**src/rtl/i2s_ts_pkg.sv**
```systemverilog
package i2s_ts_pkg;

    // Output serializer phases
    typedef enum logic [1:0] {
        SER_IDLE  = 2'd0,   // clock stopped, waiting for a captured pair
        SER_LOW   = 2'd1,   // low half of an output bit, data presented
        SER_HIGH  = 2'd2,   // high half of an output bit
        SER_QUIET = 2'd3    // clock stopped, counting down to conversion
    } ser_state_e;

endpackage

```
**src/rtl/i2s_ts_sync.sv**
```systemverilog
module i2s_ts_sync #(
    parameter int W      = 3,
    parameter int STAGES = 2
) (
    input  logic         clk,
    input  logic         rst,
    input  logic [W-1:0] din,
    output logic [W-1:0] dout
);

    logic [W-1:0] stg_q [STAGES];
    logic [W-1:0] stg_d [STAGES];

    always_comb begin
        stg_d[0] = din;
        for (int i = 1; i < STAGES; i++) begin
            stg_d[i] = stg_q[i-1];
        end
    end

    always_ff @(posedge clk) begin
        for (int i = 0; i < STAGES; i++) begin
            if (rst) stg_q[i] <= '0;
            else     stg_q[i] <= stg_d[i];
        end
    end

    assign dout = stg_q[STAGES-1];

endmodule

```
**src/rtl/i2s_ts_capture.sv**
```systemverilog
module i2s_ts_capture #(
    parameter int DAC_W = 20
) (
    input  logic             clk,
    input  logic             rst,
    input  logic             bck,
    input  logic             ws,
    input  logic             sd,
    output logic             pair_vld,
    output logic [DAC_W-1:0] pair_l,
    output logic [DAC_W-1:0] pair_r
);

    localparam int CNT_W = $clog2(DAC_W + 1);

    typedef struct packed {
        logic             bck_prev;
        logic             ws_last;
        logic             active;
        logic             left_ok;
        logic [CNT_W-1:0] cnt;
        logic [DAC_W-1:0] sh;
        logic [DAC_W-1:0] left;
        logic             vld;
        logic [DAC_W-1:0] out_l;
        logic [DAC_W-1:0] out_r;
    } cap_t;

    cap_t             cap_d, cap_q;
    logic [DAC_W-1:0] sh_next;

    always_comb begin
        sh_next       = {cap_q.sh[DAC_W-2:0], sd};
        cap_d         = cap_q;
        cap_d.vld     = 1'b0;
        cap_d.bck_prev = bck;
        if (bck && !cap_q.bck_prev) begin
            if (ws != cap_q.ws_last) begin
                // slot boundary: this bit is the tail of the previous word
                cap_d.ws_last = ws;
                cap_d.active  = 1'b1;
                cap_d.cnt     = '0;
                if (!ws) cap_d.left_ok = 1'b0;
            end else if (cap_q.active && cap_q.cnt != CNT_W'(DAC_W)) begin
                cap_d.sh  = sh_next;
                cap_d.cnt = cap_q.cnt + 1'b1;
                if (cap_q.cnt == CNT_W'(DAC_W - 1)) begin
                    if (!ws) begin
                        cap_d.left    = sh_next;
                        cap_d.left_ok = 1'b1;
                    end else if (cap_q.left_ok) begin
                        cap_d.vld     = 1'b1;
                        cap_d.out_l   = cap_q.left;
                        cap_d.out_r   = sh_next;
                        cap_d.left_ok = 1'b0;
                    end
                end
            end
        end
    end

    always_ff @(posedge clk) begin
        if (rst) cap_q <= '0;
        else     cap_q <= cap_d;
    end

    assign pair_vld = cap_q.vld;
    assign pair_l   = cap_q.out_l;
    assign pair_r   = cap_q.out_r;

endmodule

```
**src/rtl/i2s_ts_serial.sv**
```systemverilog
module i2s_ts_serial
    import i2s_ts_pkg::*;
#(
    parameter int DAC_W       = 20,
    parameter int HALF_DIV    = 2,
    parameter int QUIET_BITS  = 4,
    parameter int LE_RISE_BIT = 2
) (
    input  logic             clk,
    input  logic             rst,
    input  logic             start,
    input  logic [DAC_W-1:0] in_l,
    input  logic [DAC_W-1:0] in_r,
    output logic             bck,
    output logic             le,
    output logic             dl,
    output logic             dr
);

    localparam int PH_W   = $clog2(HALF_DIV + 1);
    localparam int BIT_W  = $clog2(DAC_W);
    localparam int QCYC   = QUIET_BITS * 2 * HALF_DIV;
    localparam int Q_W    = $clog2(QCYC + 1);

    typedef struct packed {
        ser_state_e       st;
        logic [PH_W-1:0]  ph;
        logic [BIT_W-1:0] bitn;
        logic [Q_W-1:0]   qc;
        logic [DAC_W-1:0] sh_l;
        logic [DAC_W-1:0] sh_r;
        logic             bck;
        logic             le;
        logic             dl;
        logic             dr;
    } ser_t;

    ser_t ser_d, ser_q;

    always_comb begin
        ser_d = ser_q;
        case (ser_q.st)
            SER_IDLE: begin
                // a pair arriving in any other state is dropped
                if (start) begin
                    ser_d.sh_l = in_l;
                    ser_d.sh_r = in_r;
                    ser_d.dl   = in_l[DAC_W-1];
                    ser_d.dr   = in_r[DAC_W-1];
                    ser_d.bitn = '0;
                    ser_d.ph   = '0;
                    ser_d.st   = SER_LOW;
                end
            end
            SER_LOW: begin
                if (ser_q.ph == PH_W'(HALF_DIV - 1)) begin
                    ser_d.ph  = '0;
                    ser_d.bck = 1'b1;
                    ser_d.st  = SER_HIGH;
                end else begin
                    ser_d.ph = ser_q.ph + 1'b1;
                end
            end
            SER_HIGH: begin
                if (ser_q.ph == PH_W'(HALF_DIV - 1)) begin
                    ser_d.ph  = '0;
                    ser_d.bck = 1'b0;
                    if (ser_q.bitn == BIT_W'(DAC_W - 1)) begin
                        ser_d.qc = '0;
                        ser_d.st = SER_QUIET;
                    end else begin
                        ser_d.bitn = ser_q.bitn + 1'b1;
                        ser_d.sh_l = {ser_q.sh_l[DAC_W-2:0], 1'b0};
                        ser_d.sh_r = {ser_q.sh_r[DAC_W-2:0], 1'b0};
                        ser_d.dl   = ser_q.sh_l[DAC_W-2];
                        ser_d.dr   = ser_q.sh_r[DAC_W-2];
                        ser_d.st   = SER_LOW;
                        if (ser_q.bitn == BIT_W'(LE_RISE_BIT - 1)) ser_d.le = 1'b1;
                    end
                end else begin
                    ser_d.ph = ser_q.ph + 1'b1;
                end
            end
            SER_QUIET: begin
                if (ser_q.qc == Q_W'(QCYC - 1)) begin
                    ser_d.le = 1'b0;
                    ser_d.st = SER_IDLE;
                end else begin
                    ser_d.qc = ser_q.qc + 1'b1;
                end
            end
            default: ser_d.st = SER_IDLE;
        endcase
    end

    always_ff @(posedge clk) begin
        if (rst) begin
            ser_q    <= '0;
            ser_q.le <= 1'b1;
        end else begin
            ser_q <= ser_d;
        end
    end

    assign bck = ser_q.bck;
    assign le  = ser_q.le;
    assign dl  = ser_q.dl;
    assign dr  = ser_q.dr;

endmodule

```
**src/rtl/i2s_ts_fmt.sv**
```systemverilog
module i2s_ts_fmt #(
    parameter int DAC_W       = 20,
    parameter int HALF_DIV    = 2,
    parameter int QUIET_BITS  = 4,
    parameter int LE_RISE_BIT = 2,
    parameter int SYNC_STAGES = 2
) (
    input  logic clk,
    input  logic rst,
    input  logic i2s_bck_in,
    input  logic i2s_ws_in,
    input  logic i2s_sd_in,
    output logic dac_bck,
    output logic dac_le,
    output logic dac_dl,
    output logic dac_dr
);

    logic [2:0]       sync_out;
    logic             pair_vld;
    logic [DAC_W-1:0] pair_l;
    logic [DAC_W-1:0] pair_r;

    i2s_ts_sync #(.W(3), .STAGES(SYNC_STAGES)) u_sync (
        .clk  (clk),
        .rst  (rst),
        .din  ({i2s_bck_in, i2s_ws_in, i2s_sd_in}),
        .dout (sync_out)
    );

    i2s_ts_capture #(.DAC_W(DAC_W)) u_cap (
        .clk      (clk),
        .rst      (rst),
        .bck      (sync_out[2]),
        .ws       (sync_out[1]),
        .sd       (sync_out[0]),
        .pair_vld (pair_vld),
        .pair_l   (pair_l),
        .pair_r   (pair_r)
    );

    i2s_ts_serial #(
        .DAC_W       (DAC_W),
        .HALF_DIV    (HALF_DIV),
        .QUIET_BITS  (QUIET_BITS),
        .LE_RISE_BIT (LE_RISE_BIT)
    ) u_ser (
        .clk   (clk),
        .rst   (rst),
        .start (pair_vld),
        .in_l  (pair_l),
        .in_r  (pair_r),
        .bck   (dac_bck),
        .le    (dac_le),
        .dl    (dac_dl),
        .dr    (dac_dr)
    );

endmodule

```
**config.mk**
```make
export PLATFORM = sky130hd
export DESIGN_NAME = i2s_ts_fmt
export DESIGN_NICKNAME = d
export VERILOG_FILES = /design/src/rtl/i2s_ts_pkg.sv /design/src/rtl/i2s_ts_sync.sv /design/src/rtl/i2s_ts_capture.sv /design/src/rtl/i2s_ts_serial.sv /design/src/rtl/i2s_ts_fmt.sv
export SDC_FILE = /design/constraint.sdc
export NUM_CORES = 1
export LEC_CHECK = 0
export ABC_CLOCK_PERIOD_IN_PS = 2300
export BUFFER_PORTS_ARGS = -buffer_cell sky130_fd_sc_hd__buf_2
export CORE_MARGIN = 2
export CORE_UTILIZATION = 60
export DETAILED_ROUTE_END_ITERATION = 10
export PLACE_DENSITY = 0.74
export RECOVER_POWER = 25
export SYNTH_ARGS = -nofsm -noshare
export SYNTH_HDL_FRONTEND = slang
export SYNTH_SLANG_ARGS = --single-unit
```
**constraint.sdc**
```tcl
create_clock -name clk -period 2.3 [get_ports clk]
set_input_delay 0.46 -clock clk [delete_from_list [all_inputs] [get_ports clk]]
set_output_delay 0.46 -clock clk [all_outputs]
set_load 0.03 [all_outputs]
```
After elaboration in Yosys (flattened, before gate mapping)
Memory sizes are Yosys's and may differ from the RTL's.
Cells that the tools add are included.

word-level totals
  register bits after elaboration = 146
  bits in writable memories = 6
  input bits = 5
  output and inout bits = 4
  memories kept = 1

operators by class
  add/subtract/negate cells = 4
  equality and inequality tests = 19
  muxes and demuxes = 39
  bitwise gates (word level) = 7
  reductions and logical operators = 24

memory list
  memory        words  width  read ports  clocked after memory_dff  write ports  RTL line           source
  u_sync.stg_q  2      3      2           0                         2            i2s_ts_sync.sv:11  logic [W-1:0] stg_q [STAGES];

operators with widths
  operator                                                count
  2-to-1 mux 87 bit                                       1
  2-to-1 mux 41 bit                                       2
  one-hot mux 39 bit (2 select lines)                     1
  2-to-1 mux 61 bit                                       1
  2-to-1 mux 54 bit                                       1
  2-to-1 mux 40 bit                                       1
  2-to-1 mux 39 bit                                       1
  2-to-1 mux 20 bit                                       1
  one-hot mux 5 bit (2 select lines)                      2
  AND reduction 4 bit                                     4
  adder 5 x 1 -> 5 bit (second input constant)            3
  2-to-1 mux 5 bit                                        3
  2-to-1 mux 2 bit                                        6
  nonzero test 2 bit                                      6
  equality test 5 bit (second input constant)             2
  inequality test 2 x 1 -> 1 bit (second input constant)  5
  AND reduction 5 bit                                     2
  2-to-1 mux 1 bit                                        9
  2-to-1 mux 3 bit                                        3
  2-to-1 mux 9 bit                                        1
  inequality test 2 bit (second input constant)           4
  one-hot mux 2 bit (2 select lines)                      2
  one-hot mux 2 bit (4 select lines)                      1
  2-to-1 mux 6 bit                                        1
  other kinds (18)                                        30

Longest topological paths before layout
An unclocked memory read counts as a cell.

  word-level depth = 6
  gate-level depth with buffers = 9
  depth with buffers taken out = 7

Cells and area by module
From an unflattened synthesis, not the netlist that was laid out.

second synthesis, totals
  cells, all modules = 717
  area total of the unflattened synthesis = 7045.5 um^2

by module, submodules not included
  module          instances  cells an instance  area an instance (um^2)  sequential area each (um^2)
  i2s_ts_capture  1          411                4140.2                   1781.7
  i2s_ts_serial   1          294                2747.6                   1121.1
  i2s_ts_sync     1          12                 157.7                    120.1

Least setup slack after synthesis
No wires, ideal clock.

  kind = reg2reg
  start = mem u_sync.stg_q[1][1]
  end = reg u_cap.cap_q, in the netlist u_cap.pair_l[19]
  library setup time = 0.128 ns
  data arrival time = 2.014 ns
  path slack = 0.158 ns
  cell stages (with the launch flop) = 8
  path buffers = 1
  cells stage by stage = dfxtp_1 inv_1 ha_1 or3b_4 nor4_4 buf_6 mux2i_1 nor2_1

RTL lines
  item                  RTL line              source
  start, declared       i2s_ts_sync.sv:11
  end signal, assigned  i2s_ts_capture.sv:64  else cap_q <= cap_d;
  end, declared         i2s_ts_capture.sv:29  cap_t cap_d, cap_q;

==> results.tsv <==
metric	value	unit
finalSetupViolCount	0	
required	2.70	ns
grt_overflow	0	
grt_pass1_wl	21900	um
place_congestion	0.794	
port_buffers	8	
via_per_inst	5.84	
ys_seq_area_frac	0.489	
p_seq_frac	0.450	
synth_edf_count	0	
drv_cap	0	
finalNonFillerCells	796	
wl	12800	um
p_switching	1.86	mW
start_util	0.607	
cts_root_buf	clkbuf_8	
hold_slack	0.138	ns
avgSynthCellArea	9.53	um^2
max_stage_delay	0.45	ns
sw_frac_of_total	0.278	
crit_path_end_kind	register	
hold_viol	0	
clock-sinks	151	
cts_buffers	17	
worst_slew_pin_slew	0.985	ns
pwr-share-comb	0.138	
dpl_worst_slack	0.0676	ns
hold_class	in -> reg	
fmax	455	MHz
skew	0.00620	ns
slew_headroom	0.343	
slew_violations	0	
dp.cells	762	
clk_latency	0.53	ns
fp.dieH	106	um
routed-via-count	4647	
wl_per_cell	16.1	um
clock_path_buffers	2	
start_kind	register	
synth_ff_type	dfxtp_1	
syn_area	6180	um^2
synthCells	649	
p_leak	2.41	nW
yosysUniqueCellTypes	47	
cts_tree	yes	
ctsHoldBuffers	0	
slowest_stage	or3b_4	
power_density	960	nW/um^2
io_pins	9	
n_antenna_cell	0	
synth-seq-cells	151	
coreArea	10200	um^2
drtAntennaViolNets	0	
grt_max_degree	65	
die_area	11100	um^2
crit_fanout	20	
grt_pass1_vias	4631	
cts.reportedPaths.clkPinSlew	0.06	ns
final_cell_mix	dfxtp_1, mux2i_1, a21oi_1	
p_int	4.82	mW
area_growth_syn_to_layout	12.5	%
dr.pass1.iters	4	
layout_commonest_cell	dfxtp_1	
status	finished clean	
critPathKind	reg -> reg	
drive_above_1_share	0.0924	
finalCritPeriodShare	0.956	
ys_warn_count	0	
grt_usage	0.241	
crit_chain	inv_1, ha_1, or3b_4, nor4_4, buf_4, buf_8, mux2i_1, nor2_1	
antenna_found_initial	0	
fin_nets	663	
drc	0	
rows	37	
arrival	2.59	ns
async_flop_share	0	
synthesis.nets	665	
dp_hpwl	7120	um
h-tree-depth	4	
vdd_drop_max	412	uV
die_x	106	um
drt_iter0_markers	202	
period_needed	2.20	ns
setup_ws	0.102	ns
power_frac_clock	0.413	
[worst max-delay path: cells and delay by family, from the launching register on]
family        cells  cell delay [ns]
flops             1             0.39
simple gates      3             0.65
buf+inv           3             0.49
mux               1             0.23
fa+ha+maj         1             0.30
[per-layer routing]
layer | global-route usage | wire length (um) | vias up | part of all wire
li1 | - | - | 2285 | -
met1 | 0.306 | 5840 | 2285 | 0.45
met2 | 0.405 | 6420 | 61 | 0.50
met3 | 0.0569 | 405 | 16 | 0.032
met4 | 0.0808 | 179 | 0 | 0.014
met5 | 0 | 0 | - | 0
[Yosys cell counts, drive strengths merged (6+ instances only)]
| master | n | area, um^2 |
|---|---|---|
| mux2i | 102 | 1020 |
| ha | 11 | 138 |
| nor2b | 12 | 75.1 |
| dfxtp | 151 | 3020 |
| nand2b | 8 | 50.1 |
| clkbuf | 27 | 101 |
| inv | 15 | 56.3 |
| or3 | 6 | 38.8 |
| a211oi | 38 | 285 |
| nand2 | 55 | 206 |
| buf | 19 | 116 |
| a21oi | 74 | 370 |
| o21ai | 15 | 75.1 |
| nor2 | 71 | 267 |
[power by group through the flow]
stage                     logic (mW)  clock network [mW]  registers [mW]
after floorplan                0.659                   0            3.06
after CTS                      0.927                2.78            3.00
after detailed placement       0.913                   0            3.05
after global routing            1.03                2.90            3.03
final                          0.919                2.76            3.00
after global placement         0.881                   0            3.05
[per-stage QoR]
stage                     total power, mW  setup TNS (ns)  utilization  area [um^2]
after floorplan                      3.72               0            -         6180
after global placement               3.93               0        0.624         6350
after detailed placement             3.97               0        0.624         6350
after CTS                            6.71               0        0.682         6940
after global routing                 6.96         -0.0167        0.683         6960
final                                6.68               0        0.683         6960
[what timing repair did]
| item | in CTS | in global routing |
|---|---|---|
| setup buffers | 0 | 1 |
| setup endpoints to repair | 0 | 48 |
| endpoints found under the hold margin | 0 | 0 |
| gates resized for setup | 0 | 4 |
[path summary, 6_finish.rpt]
kind,slack (ns),cells past startpoint,endpoint,from
worst min-delay path,0.14,2,u_sync.stg_q[0][2]$_SDFF_PP0_,i2s_bck_in
worst max register to register,0.10,8,u_cap.pair_r[9]$_SDFFE_PP0P_,u_sync.stg_q[1][1]$_SDFF_PP0_
worst max-delay path,0.10,8,u_cap.pair_r[9]$_SDFFE_PP0P_,u_sync.stg_q[1][1]$_SDFF_PP0_
worst min register to register,0.45,1,u_sync.stg_q[1][2]$_SDFF_PP0_,u_sync.stg_q[0][2]$_SDFF_PP0_
[cell families after synthesis]
| group | synth area share |
|---|---|
| multiplexers | 0.165 |
| AO/OA/AOI/OAI | 0.140 |
| buffers and inverters | 0.0443 |
| adder cells (fa/ha/maj) | 0.0223 |
| flip-flops | 0.489 |
| AND/OR/NAND/NOR | 0.140 |
[sequential cells by signal (all words and copies together) (netlist names)]
signal / flops
u_cap.cap_q: 48
u_cap.pair_l: 20
u_cap.pair_r: 20
u_cap.pair_vld: 1
u_ser.bck: 1
u_ser.dl: 1
u_ser.dr: 1
u_ser.le: 1
u_ser.ser_q: 52
u_sync.stg_q: 6
[layout make-up]
| class | count | area (um^2) |
|---|---|---|
| Fill cell | 789 | 3230 |
| Sequential cell | 151 | 3020 |
| Multi-Input combinational cell | 437 | 2900 |
| Clock buffer | 18 | 428 |
| Timing Repair Buffer | 25 | 214 |
| Tap cell | 136 | 170 |
| Clock inverter | 14 | 161 |
| Inverter | 15 | 56.3 |
No activity file was read; power rests on OpenSTA's default activity.
